===== config.mk =====
export PLATFORM = sky130hd
export DESIGN_NAME = ccr_unit
export DESIGN_NICKNAME = d
export VERILOG_FILES = /design/src/rtl/ccr_pkg.sv /design/src/rtl/ccr_size_flags.sv /design/src/rtl/ccr_arith_flags.sv /design/src/rtl/ccr_sw_logic.sv /design/src/rtl/ccr_unit.sv
export SDC_FILE = /design/constraint.sdc
export NUM_CORES = 1
export LEC_CHECK = 0
export BUFFER_PORTS_ARGS = -buffer_cell sky130_fd_sc_hd__buf_2
export CAP_MARGIN = 40
export CORE_UTILIZATION = 33
export DETAILED_ROUTE_END_ITERATION = 12
export SLEW_MARGIN = 40
export SYNTH_ARGS = -nofsm -noshare
export SYNTH_HDL_FRONTEND = slang
export SYNTH_HIERARCHICAL = 1
export SYNTH_SLANG_ARGS = --single-unit

===== constraint.sdc =====
create_clock -name clk -period 1.9 [get_ports clk]
set_input_delay 0.19 -clock clk [delete_from_list [all_inputs] [get_ports clk]]
set_output_delay 0.19 -clock clk [all_outputs]
set_load 0.01 [all_outputs]

===== src/rtl/ccr_pkg.sv =====
package ccr_pkg;

    localparam int NUM_SIZES = 3;
    localparam int NIBBLE_W  = 4;

    typedef enum logic [1:0] {
        SZ_BYTE = 2'd0,
        SZ_WORD = 2'd1,
        SZ_LONG = 2'd2,
        SZ_RSVD = 2'd3
    } opsize_e;

    typedef enum logic [2:0] {
        AOP_ADD  = 3'd0,
        AOP_ADDX = 3'd1,
        AOP_SUB  = 3'd2,
        AOP_SUBX = 3'd3,
        AOP_CMP  = 3'd4,
        AOP_NEG  = 3'd5,
        AOP_RSV6 = 3'd6,
        AOP_RSV7 = 3'd7
    } alu_op_e;

    typedef enum logic [2:0] {
        SWOP_NONE = 3'd0,
        SWOP_LOAD = 3'd1,
        SWOP_AND  = 3'd2,
        SWOP_OR   = 3'd3,
        SWOP_XOR  = 3'd4,
        SWOP_RSV5 = 3'd5,
        SWOP_RSV6 = 3'd6,
        SWOP_RSV7 = 3'd7
    } sw_op_e;

    typedef struct packed {
        logic imask;
        logic ubit_hi;
        logic half;
        logic ubit_lo;
        logic neg;
        logic zero;
        logic ovf;
        logic carry;
    } ccr_t;

    typedef struct packed {
        logic half;
        logic neg;
        logic zero;
        logic ovf;
        logic carry;
    } flags_t;

endpackage


===== src/rtl/ccr_size_flags.sv =====
module ccr_size_flags
    import ccr_pkg::*;
#(
    parameter int W = 8
) (
    input  logic [W-1:0] a_i,
    input  logic [W-1:0] b_i,
    input  logic [W-1:0] r_i,
    input  logic         sub_i,
    output flags_t       flags_o
);
    localparam int MSB = W - 1;
    localparam int HB  = W - 1 - NIBBLE_W;

    logic [W-1:0] carry_vec_d;
    logic [W-1:0] borrow_vec_d;
    logic [W-1:0] chain_d;
    logic         sign_a_d;
    logic         sign_b_d;
    logic         sign_r_d;

    always_comb begin
        carry_vec_d  = (a_i & b_i) | (a_i & ~r_i) | (b_i & ~r_i);
        borrow_vec_d = (~a_i & b_i) | (~a_i & r_i) | (b_i & r_i);
        chain_d      = sub_i ? borrow_vec_d : carry_vec_d;
        sign_a_d     = a_i[MSB];
        sign_b_d     = b_i[MSB];
        sign_r_d     = r_i[MSB];

        flags_o.half  = chain_d[HB];
        flags_o.carry = chain_d[MSB];
        flags_o.neg   = sign_r_d;
        flags_o.zero  = ~|r_i;
        if (sub_i) begin
            flags_o.ovf = (sign_a_d ^ sign_b_d) & (sign_r_d ^ sign_a_d);
        end else begin
            flags_o.ovf = ~(sign_a_d ^ sign_b_d) & (sign_r_d ^ sign_a_d);
        end
    end

endmodule


===== src/rtl/ccr_arith_flags.sv =====
module ccr_arith_flags
    import ccr_pkg::*;
#(
    parameter int BYTE_W = 8,
    localparam int DATA_W = BYTE_W << (NUM_SIZES - 1)
) (
    input  opsize_e             size_i,
    input  alu_op_e             op_i,
    input  logic [DATA_W-1:0]   dst_i,
    input  logic [DATA_W-1:0]   src_i,
    input  logic [DATA_W-1:0]   res_i,
    output flags_t              flags_o,
    output logic                op_ok_o
);
    logic [DATA_W-1:0] opa_d;
    logic [DATA_W-1:0] opb_d;
    logic              is_sub_d;
    flags_t            per_size_d [NUM_SIZES];

    always_comb begin
        op_ok_o  = 1'b1;
        is_sub_d = 1'b1;
        opa_d    = dst_i;
        opb_d    = src_i;
        unique case (op_i)
            AOP_ADD, AOP_ADDX: is_sub_d = 1'b0;
            AOP_SUB, AOP_SUBX, AOP_CMP: is_sub_d = 1'b1;
            AOP_NEG: begin
                opa_d = '0;
                opb_d = dst_i;
            end
            default: op_ok_o = 1'b0;
        endcase
    end

    for (genvar gi = 0; gi < NUM_SIZES; gi++) begin : g_size
        localparam int SW = BYTE_W << gi;
        ccr_size_flags #(.W(SW)) u_flags (
            .a_i     (opa_d[SW-1:0]),
            .b_i     (opb_d[SW-1:0]),
            .r_i     (res_i[SW-1:0]),
            .sub_i   (is_sub_d),
            .flags_o (per_size_d[gi])
        );
    end

    always_comb begin
        unique case (size_i)
            SZ_BYTE: flags_o = per_size_d[0];
            SZ_WORD: flags_o = per_size_d[1];
            default: flags_o = per_size_d[NUM_SIZES-1];
        endcase
    end

endmodule


===== src/rtl/ccr_sw_logic.sv =====
module ccr_sw_logic
    import ccr_pkg::*;
(
    input  sw_op_e     op_i,
    input  logic [7:0] imm_i,
    input  ccr_t       cur_i,
    output ccr_t       next_o,
    output logic       active_o
);
    logic [7:0] cur_bits_d;
    logic [7:0] new_bits_d;

    always_comb begin
        cur_bits_d = cur_i;
        new_bits_d = cur_bits_d;
        active_o   = 1'b1;
        unique case (op_i)
            SWOP_LOAD: new_bits_d = imm_i;
            SWOP_AND:  new_bits_d = cur_bits_d & imm_i;
            SWOP_OR:   new_bits_d = cur_bits_d | imm_i;
            SWOP_XOR:  new_bits_d = cur_bits_d ^ imm_i;
            default:   active_o   = 1'b0;
        endcase
        next_o = ccr_t'(new_bits_d);
    end

endmodule


===== src/rtl/ccr_unit.sv =====
module ccr_unit
    import ccr_pkg::*;
#(
    parameter int BYTE_W = 8,
    localparam int DATA_W = BYTE_W << (NUM_SIZES - 1)
) (
    input  logic              clk,
    input  logic              rst_n,
    input  logic              exc_start_i,
    input  logic [2:0]        sw_op_i,
    input  logic [7:0]        sw_imm_i,
    input  logic              alu_valid_i,
    input  logic [1:0]        alu_size_i,
    input  logic [2:0]        alu_op_i,
    input  logic [DATA_W-1:0] alu_dst_i,
    input  logic [DATA_W-1:0] alu_src_i,
    input  logic [DATA_W-1:0] alu_res_i,
    output logic [7:0]        ccr_o,
    output logic              irq_en_o
);
    typedef struct packed {
        ccr_t ccr;
    } state_t;

    localparam ccr_t CCR_RESET = '{imask: 1'b1, default: 1'b0};

    state_t state_d;
    state_t state_q;
    ccr_t   sw_next_d;
    logic   sw_active_d;
    flags_t alu_flags_d;
    logic   alu_op_ok_d;

    ccr_sw_logic u_sw (
        .op_i     (sw_op_e'(sw_op_i)),
        .imm_i    (sw_imm_i),
        .cur_i    (state_q.ccr),
        .next_o   (sw_next_d),
        .active_o (sw_active_d)
    );

    ccr_arith_flags #(.BYTE_W(BYTE_W)) u_arith (
        .size_i  (opsize_e'(alu_size_i)),
        .op_i    (alu_op_e'(alu_op_i)),
        .dst_i   (alu_dst_i),
        .src_i   (alu_src_i),
        .res_i   (alu_res_i),
        .flags_o (alu_flags_d),
        .op_ok_o (alu_op_ok_d)
    );

    always_comb begin
        state_d = state_q;
        if (sw_active_d) begin
            state_d.ccr = sw_next_d;
        end else if (alu_valid_i && alu_op_ok_d) begin
            state_d.ccr.half  = alu_flags_d.half;
            state_d.ccr.neg   = alu_flags_d.neg;
            state_d.ccr.zero  = alu_flags_d.zero;
            state_d.ccr.ovf   = alu_flags_d.ovf;
            state_d.ccr.carry = alu_flags_d.carry;
        end
        if (exc_start_i) begin
            state_d.ccr.imask = 1'b1;
        end
    end

    always_ff @(posedge clk or negedge rst_n) begin
        if (!rst_n) begin
            state_q.ccr <= CCR_RESET;
        end else begin
            state_q <= state_d;
        end
    end

    assign ccr_o    = state_q.ccr;
    assign irq_en_o = ~state_q.ccr.imask;

    AST_EXC_SETS_MASK: assert property (@(posedge clk) disable iff (!rst_n)
        exc_start_i |=> ccr_o[7]);

    AST_LOAD_WHOLE: assert property (@(posedge clk) disable iff (!rst_n)
        (sw_op_i == 3'd1 && !exc_start_i) |=> ccr_o == $past(sw_imm_i));

    AST_IDLE_HOLDS: assert property (@(posedge clk) disable iff (!rst_n)
        (sw_op_i == 3'd0 && !alu_valid_i && !exc_start_i) |=> $stable(ccr_o));

    AST_ALU_KEEPS_CTRL: assert property (@(posedge clk) disable iff (!rst_n)
        (sw_op_i == 3'd0 && alu_valid_i && !exc_start_i)
        |=> (ccr_o[7:6] == $past(ccr_o[7:6])) && (ccr_o[4] == $past(ccr_o[4])));

    AST_BYTE_ZERO: assert property (@(posedge clk) disable iff (!rst_n)
        (sw_op_i == 3'd0 && alu_valid_i && alu_size_i == 2'd0 && alu_op_i < 3'd6)
        |=> ccr_o[2] == ($past(alu_res_i[7:0]) == 8'd0));

    AST_BYTE_NEG: assert property (@(posedge clk) disable iff (!rst_n)
        (sw_op_i == 3'd0 && alu_valid_i && alu_size_i == 2'd0 && alu_op_i < 3'd6)
        |=> ccr_o[3] == $past(alu_res_i[7]));

    AST_SW_OVER_ALU: assert property (@(posedge clk) disable iff (!rst_n)
        (sw_op_i == 3'd1 && alu_valid_i && !exc_start_i) |=> ccr_o == $past(sw_imm_i));

endmodule


# --- Yosys cells after proc, flatten, opt, wreduce, memory -nomap -nowiden ---
# Index checks and enable logic that the tools add are counted.
# Widths: inputs -> output; s select.
totals:
  out_inout_bits: 9
  regBits: 8
  in_bits: 116
op_classes:
  n_mux: 18
  n_bitwise: 55
  n_eq_ne: 11
  n_reduce_logical: 19
ops:
  columns: ["operator", "count"]
  rows:
  - ["$and 32x32->32", 6]
  - ["$or 32x32->32", 4]
  - ["$and 16x16->16", 6]
  - ["$mux 32", 3]
  - ["$not 32->32", 2]
  - ["$or 16x16->16", 4]
  - ["$and 8x8->8", 7]
  - ["$or 8x8->8", 5]
  - ["$not 16->16", 2]
  - ["$pmux 8 s4", 1]
  - ["$reduce_or 32->1", 1]
  - ["$mux 16", 1]
  - ["$not 8->8", 2]
  - ["$reduce_or 16->1", 1]
  - ["$eq 3x2->1 const B", 4]
  - ["$pmux 5 s2", 1]
  - ["$eq 3x3->1 const B", 3]
  - ["$mux 1", 8]
  - ["$mux 4", 2]
  - ["$mux 8", 1]
  - ["$reduce_or 8->1", 1]
  - ["$xor 8x8->8", 1]
  - ["$and 1x1->1", 6]
  - ["$eq 3x1->1 const B", 2]
  - ["16 further kinds", 29]

# --- Logic depth before layout (Yosys ltp) ---
# Gate-level depths: netlist of the first run.
depth:
  ltp_word: 10
  mapped_depth: 12
  mapped_depth_nobuf: 10

# --- Cells and area by module ---
# Netlist of the first run, hierarchy kept.
by_module_without_submodules:
  columns: ["mod", "cells_each", "instances", "area_per_inst_um2", "seq_area_each_um2"]
  rows:
  - ["ccr_arith_flags", 91, 1, 863.3, 0.0]
  - ["ccr_sw_logic", 92, 1, 689.4, 0.0]
  - ["ccr_unit", 37, 1, 414.1, 201.4]
  - ["ccr_size_flags (u_arith.g_size[2].u_flags)", 29, 1, 211.5, 0.0]
  - ["ccr_size_flags (u_arith.g_size[1].u_flags)", 22, 1, 172.7, 0.0]
  - ["ccr_size_flags (u_arith.g_size[0].u_flags)", 20, 1, 157.7, 0.0]

# --- Worst setup path after synthesis of the first run ---
# Ideal clock, no wire load.
synth_path:
  kind: "input port to flip-flop"
  start: "input alu_op_i[1]"
  end: "register state_q, in the netlist ccr_o[0]"
  arrival_ns: 1.874
  setup_time_ns: 0.136
  path_slack_ns: -0.109
  path_buffers: 2
  cell_stages: 11
  path_cell_list: "nand3b_1 buf_6 buf_12 mux2_4 ha_1 a2111oi_1 nor2_1 mux2i_1 o21ai_0 nand4b_1 o311ai_2"
synth_rtl:
  columns: ["item", "line", "rtl"]
  rows:
  - ["start: declaration", "ccr_unit.sv:14", "input logic [2:0] alu_op_i,"]
  - ["end signal: assignment", "ccr_unit.sv:72", "state_q <= state_d;"]
  - ["end: declaration", "ccr_unit.sv:28", "state_t state_q;"]

==> impl_metrics.yaml, run 1 <==
floorplanning:
  fp.dieH_um: 79.2
  initial_utilization: 0.349
  coreArea_um2: 5640
  ios: 125
  std_cell_rows: 27
  die_w_um: 79.2
  die_area_um2: 6270
hold_path:
  hold_path_end: "ccr_o[7]$_DFFE_PN1P_"
  min_path_type: "in -> reg"
  hp-start: "exc_start_i"
  holdPathStages: 3
worst_setup_path:
  reg2reg_to: "ccr_o[7]$_DFFE_PN1P_"
  reg2reg_from: "ccr_o[7]$_DFFE_PN1P_"
  worstPathCellList: "buf_2 -> nand3b_1 -> buf_6 -> mux2_4 -> ha_2 -> a2111oi_4 -> nor2_1 -> mux2i_1 -> o21ai_1 -> nand4b_1 -> o311ai_2"
  worst_ep_required_time_ns: 2.00
  worstPathArrival_ns: 1.89
  rrSetupSlack_ns: 0.41
  worstRegToRegCells: 7
  critPathLaunchType: "input port"
  critical_path_class: "in -> reg"
  end_kind: "flop"
  path_max_fanout: 8
  max_stage_delay_ns: 0.36
  crit_slowest_cell: "mux2_4"
synth:
  avgSynthCellArea_um2: 8.23
  syn_inst: 239
  synth_area_um2: 1970
  synth.net_count: 383
  synth_warnings: 6
sta:
  max_slew_margin: 0.741
  hold_viol_final: 0
  finalSetupViolations: 0
  timing.final.crit_share: 0.941
  clock.fmax_mhz: 559
  setup_slack_ns: 0.112
  finClkSkew_ns: 0
  tightest_slew_ns: 0.385
  finalCriticalPeriod_ns: 1.79
  maxSlewViolCount: 0
clock_network:
  clkSlewWorstSetupHoldPaths_ns: 0.04
  clk_latency_ns: 0.23
  root_buffer: "clkbuf_8"
  cts_buffers: 3
  htreeDepth: 1
  cts_tree: "built"
  clock_path_buffers: 2
  clock_sinks: 8
placement:
  placed_cell_area_um2: 2390
  gp_routability_congestion: 0.799
  dp_cells: 375
  dp_slack_ns: -0.195
  dp_hpwl_um: 3940
  port_buffers: 72
grt:
  grt_start_max_net_pins: 28
  track_usage: 0.153
  grt_use_met1: 0.198
  top_usage_layer: "met2"
  use_met2: 0.266
  antenna_found_initial: 0
  overflow: 0
  grt.met3_usage: 0.0149
  grt_pass1_vias: 1773
  grt_pass1_wl_um: 7880
drt:
  ant_nets: 0
  num_vias: 1922
  drtIter0Drc: 45
  drc: 0
  vias_per_cell: 5.06
  dr.pass1.iters: 4
  wl_per_cell_um: 12.3
  wl_um: 4670
finish:
  largest_reg_flops: 8
  nNetsFinal: 453
  stdcell_count: 380
  nFillCells: 585
  diodes: 0
  syn2layout_area_growth_pct: 25.8
  drive_above_1_share: 0.380
  final_area_um2: 2470
power_and_ir_drop:
  p_switching_uw: 443
  clock_power_share: 0.190
  p_int_uw: 692
  vdd_drop_max_mv: 0.213
  sw_frac_of_total: 0.390
  p_leak_uw: 0.00121
  power_density_nw_per_um2: 459
  pwr-share-seq: 0.240
  combPwrFrac: 0.570
flow_run:
  max_cap_violations: 0
status:
  status: "finished, final reports clean"
==> what timing repair did <==
item | 4_1_cts | 5_1_grt
endpoints found under the hold margin | 7 | 0
gates resized for setup | 0 | 6
endpoints found under the setup margin | 0 | 2
setup buffers | 0 | 0
hold buffers | 1 | 0
==> layer usage <==
layer,wire length [um],vias up
met5,0,-
met4,52,0
met3,227,5
met2,2220,65
met1,2170,857
li1,-,995
==> worst max-delay path by stage <==
stage	startpoint	to	slack [ns]	depth (start not counted)
CTS	alu_op_i[2]	ccr_o[0]$_DFFE_PN0P_	0.05	12
global placement	alu_op_i[1]	ccr_o[0]$_DFFE_PN0P_	-0.16	12
finish	alu_op_i[1]	ccr_o[0]$_DFFE_PN0P_	0.11	11
global route	alu_op_i[1]	ccr_o[0]$_DFFE_PN0P_	-0.01	11
detailed placement	alu_op_i[2]	ccr_o[0]$_DFFE_PN0P_	-0.20	12
floorplan	alu_op_i[1]	ccr_o[0]$_DFFE_PN0P_	0.004	12
==> power by group through the flow <==
stage,Sequential (uW),Clock [uW],Combinational (uW)
6_report,272,215,647
5_1_grt,282,238,731
4_1_cts,274,223,648
3_5_place_dp,275,0,644
2_1_floorplan,283,0,416
3_3_place_gp,272,0,621
==> cells in the final DEF (no fill, tap or decap), types with 5 or more instances in the layout <==
cell	count
nor2b_1	8
buf_2	72
o32ai_1	5
mux2i_1	7
nand2_1	14
o21a_1	7
nand4b_1	5
a22oi_1	8
a21oi_1	7
nor2_1	7
ha_1	26
buf_4	11
dfrtp_1	7
nor3_1	6
nor4_1	11
mux2_4	5
inv_1	33
==> worst max-delay path: cells and delay by family <==
| family | cells | cell delay, ns |
|---|---|---|
| adders and majority gates | 1 | 0.20 |
| buffers and inverters | 2 | 0.25 |
| AOI/OAI and AO/OA | 3 | 0.38 |
| and+or+nand+nor | 3 | 0.35 |
| muxes | 2 | 0.52 |
==> metrics by stage <==
step                      total power [uW]   util  hold WS, ns  setup TNS [ns]
after floorplan                        699      -       -0.106               0
after global placement                 893  0.424       0.0389          -0.247
after detailed placement               919  0.424       0.0457          -0.340
after CTS                             1140  0.434        0.190               0
after global routing                  1250  0.438        0.196         -0.0136
final                                 1130  0.438        0.189               0
==> area by class of cell <==
cell class	count	area [um^2]	share of cell area
clock buffer	4	45.0	0.0182
multi-input combinational	176	1530	0.617
sequential	8	201	0.0814
inverter	34	128	0.0516
tap	72	90.1	0.0364
timing repair buffer	86	484	0.196
Note: power is estimated with default switching activity, not from simulation.
==> inputs of run 2 (changes only) <==
Settings changed: CORE_UTILIZATION 33 to 48, MAX_ROUTING_LAYER set to met4, PLACE_DENSITY set to 0.83.
==> impl_metrics.yaml, run 2 (synthesized netlist as in run 1, its figures left out) <==
sta:
  max_slew_margin: 0.794
  finalSetupViolations: 0
  finClkSkew_ns: 0
  setup_slack_ns: 0.0392
  clock.fmax_mhz: 537
  tightest_slew_ns: 0.306
  hold_viol_final: 0
  maxSlewViolCount: 0
  timing.final.crit_share: 0.979
  rsz0062_at_grt: "true"
  finalCriticalPeriod_ns: 1.86
floorplanning:
  std_cell_rows: 22
  die_area_um2: 4360
  die_w_um: 66.0
  coreArea_um2: 3800
  ios: 125
  initial_utilization: 0.518
  fp.dieH_um: 66.0
clock_network:
  clk_latency_ns: 0.23
  root_buffer: "clkbuf_8"
  cts_buffers: 3
  clkSlewWorstSetupHoldPaths_ns: 0.04
  htreeDepth: 1
  cts_tree: "built"
  clock_sinks: 8
  clock_path_buffers: 2
grt:
  track_usage: 0.215
  grt_pass1_vias: 1707
  overflow: 0
  grt_pass1_wl_um: 7220
  grt_start_max_net_pins: 28
  antenna_found_initial: 0
worst_setup_path:
  worst_ep_required_time_ns: 2.00
  path_max_fanout: 5
  critPathLaunchType: "input port"
  critical_path_class: "in -> reg"
  crit_slowest_cell: "a211o_1"
  max_stage_delay_ns: 0.28
  cp_common_cell: "buf_4"
  worstPathCellList: "buf_2 -> nand3b_1 -> buf_4 -> clkbuf_16 -> buf_4 -> and2_4 -> xnor2_1 -> a211o_1 -> mux2i_1 -> o21ai_1 -> nand4b_1 -> o311ai_2"
  worstPathArrival_ns: 1.96
  end_kind: "flop"
  worstRegToRegCells: 8
power_and_ir_drop:
  p_leak_uw: 0.00124
  p_int_uw: 701
  p_switching_uw: 443
  finalPower_uw: 1140
  power_density_nw_per_um2: 455
  pwr-share-seq: 0.235
  vdd_drop_max_mv: 0.224
  sw_frac_of_total: 0.387
  combPwrFrac: 0.579
  clock_power_share: 0.186
drt:
  drc: 0
  dr.pass1.iters: 4
  ant_nets: 0
  num_vias: 1921
  vias_per_cell: 5.35
  wl_per_cell_um: 12.5
  drtIter0Drc: 105
  wl_um: 4490
finish:
  largest_reg_flops: 8
  nFillCells: 329
  final_common_cell: "buf_2"
  regArea_um2: 201
  mostFrequentLayoutCells: "72 x buf_2, 32 x inv_1, 25 x ha_1"
  drive_above_1_share: 0.399
  syn2layout_area_growth_pct: 27.7
  multi_input_area_um2: 1550
  diodes: 0
  nNetsFinal: 456
placement:
  dp_slack_ns: -0.179
  gp_routability_congestion: 0.792
  port_buffers: 72
  dp_hpwl_um: 3570
hold_path:
  min_path_type: "in -> reg"
  holdPathStages: 3
status:
  status: "finished, final reports clean"
flow_run:
  max_cap_violations: 0
==> run 2: power groups by stage <==
stage	Sequential, uW	Clock (uW)	Combinational, uW
floorplan	283	0	416
global placement	268	0	615
detailed placement	271	0	638
CTS	269	217	642
global route	278	233	741
finish	269	213	663
==> run 2: stage by stage <==
step	cell area [um^2]	utilization	hold WS [ns]	instances	TNS, ns
CTS	2420	0.638	0.178	355	0
finish	2510	0.661	0.175	359	0
global placement	2370	0.623	0.0335	350	-0.362
floorplan	2000	-	-0.106	239	0
global route	2510	0.661	0.203	359	-0.0436
detailed placement	2370	0.623	0.0361	350	-0.407
==> run 2: worst paths after layout <==
path | slack, ns | end | startpoint
min in group asynchronous | 0.32 | ccr_o[6]$_DFFE_PN0P_ | rst_n
worst max-delay path | 0.04 | ccr_o[5]$_DFFE_PN0P_ | alu_op_i[1]
worst min-delay path | 0.18 | ccr_o[7]$_DFFE_PN1P_ | exc_start_i
worst max register to register | 0.42 | ccr_o[7]$_DFFE_PN1P_ | ccr_o[7]$_DFFE_PN1P_
worst min register to register | 0.54 | ccr_o[7]$_DFFE_PN1P_ | ccr_o[7]$_DFFE_PN1P_
max in group asynchronous | 1.34 | ccr_o[7]$_DFFE_PN1P_ | rst_n
==> run 2: routing by layer <==
| metal | up-vias | track usage | wire, um |
|---|---|---|---|
| met2 | 53 | 0.390 | 2300 |
| li1 | 1003 | - | - |
| met1 | 863 | 0.251 | 2030 |
| met5 | - | - | 0 |
| met4 | 0 | 0.0638 | 25 |
| met3 | 2 | 0.0155 | 140 |
==> run 2: repair_timing <==
item,4_1_cts,5_1_grt
gates resized for setup,0,11
endpoints found under the hold margin,7,0
setup buffers,0,3
hold buffers,1,0
endpoints found under the setup margin,0,2
==> run 2: worst max-delay path, delay by kind of cell <==
kind / cells / cell delay [ns]
and+or+nand+nor: 3 / 0.47
muxes: 1 / 0.13
buffers and inverters: 4 / 0.56
AOI/OAI and AO/OA: 3 / 0.48
xor gates and xnor gates: 1 / 0.12
==> run 2: area by class of cell <==
| class | count | share of cell area |
|---|---|---|
| repair buffers | 89 | 0.212 |
| well taps | 48 | 0.0239 |
| clock buffers | 4 | 0.0179 |
| inverters | 34 | 0.0508 |
| flip-flops and latches | 8 | 0.0802 |
| multi-input cells | 176 | 0.615 |
==> inputs of run 3 (changes only) <==
Settings changed: CORE_UTILIZATION 48 to 25, PLACE_DENSITY 0.83 to not set.
==> impl_metrics.yaml, run 3 (synthesized netlist as in run 1, its figures left out) <==
hold_path:
  min_path_type: "in -> reg"
  hp-start: "exc_start_i"
  hold_path_end: "ccr_o[7]$_DFFE_PN1P_"
  holdPathStages: 3
clock_network:
  cts_tree: "built"
  clkSlewWorstSetupHoldPaths_ns: 0.04
  htreeDepth: 1
  clock_sinks: 8
  clock_path_buffers: 2
  cts_buffers: 3
  root_buffer: "clkbuf_8"
  clk_latency_ns: 0.23
power_and_ir_drop:
  finalPower_uw: 1130
  sw_frac_of_total: 0.394
  p_int_uw: 687
  vdd_drop_max_mv: 0.126
  p_leak_uw: 0.00121
  pwr-share-seq: 0.240
  combPwrFrac: 0.566
  p_switching_uw: 447
  power_density_nw_per_um2: 455
  clock_power_share: 0.194
sta:
  finalCriticalPeriod_ns: 1.78
  rsz0062_at_grt: "false"
  maxSlewViolCount: 0
  setup_tns_ns: 0
  max_slew_margin: 0.795
  hold_viol_final: 0
  fin_hold_ws_ns: 0.183
  finClkSkew_ns: 0
  finalSetupViolations: 0
  clock.fmax_mhz: 562
  timing.final.crit_share: 0.936
  tightest_slew_ns: 0.304
finish:
  drive_above_1_share: 0.380
  diodes: 0
  final_common_cell: "buf_2"
  final_core_util: 0.335
  multi_input_area_um2: 1530
  largest_reg_flops: 8
  regArea_um2: 201
  nFillCells: 833
  syn2layout_area_growth_pct: 26.8
  nNetsFinal: 453
  mostFrequentLayoutCells: "72 x buf_2, 33 x inv_1, 26 x ha_1"
drt:
  num_vias: 1937
  drtIter0Drc: 47
  vias_per_cell: 4.76
  ant_nets: 0
  drc: 0
  wl_um: 4950
  dr.pass1.iters: 4
  wl_per_cell_um: 12.1
grt:
  grt_pass1_vias: 1839
  track_usage: 0.125
  overflow: 0
  grt_start_max_net_pins: 17
  antenna_found_initial: 0
  grt_pass1_wl_um: 8300
floorplanning:
  std_cell_rows: 31
  ios: 125
  coreArea_um2: 7450
  fp.dieH_um: 90.7
  die_area_um2: 8230
  initial_utilization: 0.264
  die_w_um: 90.7
worst_setup_path:
  critPathLaunchType: "input port"
  worst_ep_required_time_ns: 2.00
  worstRegToRegCells: 7
  path_max_fanout: 8
  worstPathArrival_ns: 1.88
  rrSetupSlack_ns: 0.40
  reg2reg_from: "ccr_o[7]$_DFFE_PN1P_"
  critical_path_class: "in -> reg"
  reg2reg_to: "ccr_o[7]$_DFFE_PN1P_"
  end_kind: "flop"
flow_run:
  max_cap_violations: 0
placement:
  gp_routability_congestion: 0.739
  port_buffers: 72
  dp_hpwl_um: 4090
status:
  status: "finished, final reports clean"
run 3: how the worst max path moves through the flow:
stage	startpoint	slack (ns)	cells after the start	end
after floorplan	alu_op_i[1]	0.004	12	ccr_o[0]$_DFFE_PN0P_
after global placement	alu_op_i[1]	-0.17	12	ccr_o[0]$_DFFE_PN0P_
after detailed placement	alu_op_i[2]	-0.18	12	ccr_o[0]$_DFFE_PN0P_
after CTS	alu_op_i[1]	0.05	12	ccr_o[0]$_DFFE_PN0P_
after global routing	alu_op_i[1]	0.008	12	ccr_o[0]$_DFFE_PN0P_
final	alu_op_i[1]	0.12	11	ccr_o[0]$_DFFE_PN0P_
run 3: routing by layer:
metal / global-route usage / vias up / part of all wire / wire length [um]
li1: - / 995 / - / -
met1: 0.158 / 871 / 0.46 / 2290
met2: 0.206 / 67 / 0.48 / 2380
met3: 0.0109 / 4 / 0.046 / 226
met4: 0.0484 / 0 / 0.010 / 51
met5: - / - / 0 / 0
run 3: through the flow:
step / cells / area, um^2 / worst slack, ns
2_1_floorplan: 239 / 2000 / 0.00377
3_3_place_gp: 402 / 2410 / -0.166
3_5_place_dp: 402 / 2410 / -0.178
4_1_cts: 407 / 2470 / 0.0534
5_1_grt: 407 / 2490 / 0.00755
6_report: 407 / 2490 / 0.121
run 3: power groups by stage:
| stage | Clock [uW] | Sequential (uW) | Combinational [uW] |
|---|---|---|---|
| 6_report | 220 | 273 | 642 |
| 5_1_grt | 245 | 283 | 726 |
| 4_1_cts | 230 | 273 | 641 |
| 3_5_place_dp | 0 | 275 | 637 |
| 3_3_place_gp | 0 | 273 | 618 |
| 2_1_floorplan | 0 | 283 | 416 |
run 3: what timing repair did:
item                                   4_1_cts  5_1_grt
hold buffers                                 1        0
resized for setup                            0        6
setup endpoints to repair                    0        2
endpoints found under the hold margin        7        0
setup buffers                                0        0
run 3: cell type report:
| class | instances | share of cell area |
|---|---|---|
| multi-input combinational | 176 | 0.611 |
| timing repair buffer | 86 | 0.189 |
| sequential | 8 | 0.0807 |
| inverter | 34 | 0.0512 |
| tap | 99 | 0.0496 |
| clock buffer | 4 | 0.0181 |
run 3: critical path, stage by stage:
cell and delay (ns):
buf_2 0.10, nand3b_1 0.16, buf_6 0.15, mux2_4 0.35, ha_2 0.20, a2111oi_4 0.18
nor2_1 0.07, mux2i_1 0.16, o21ai_1 0.09, nand4b_1 0.12, o311ai_2 0.11
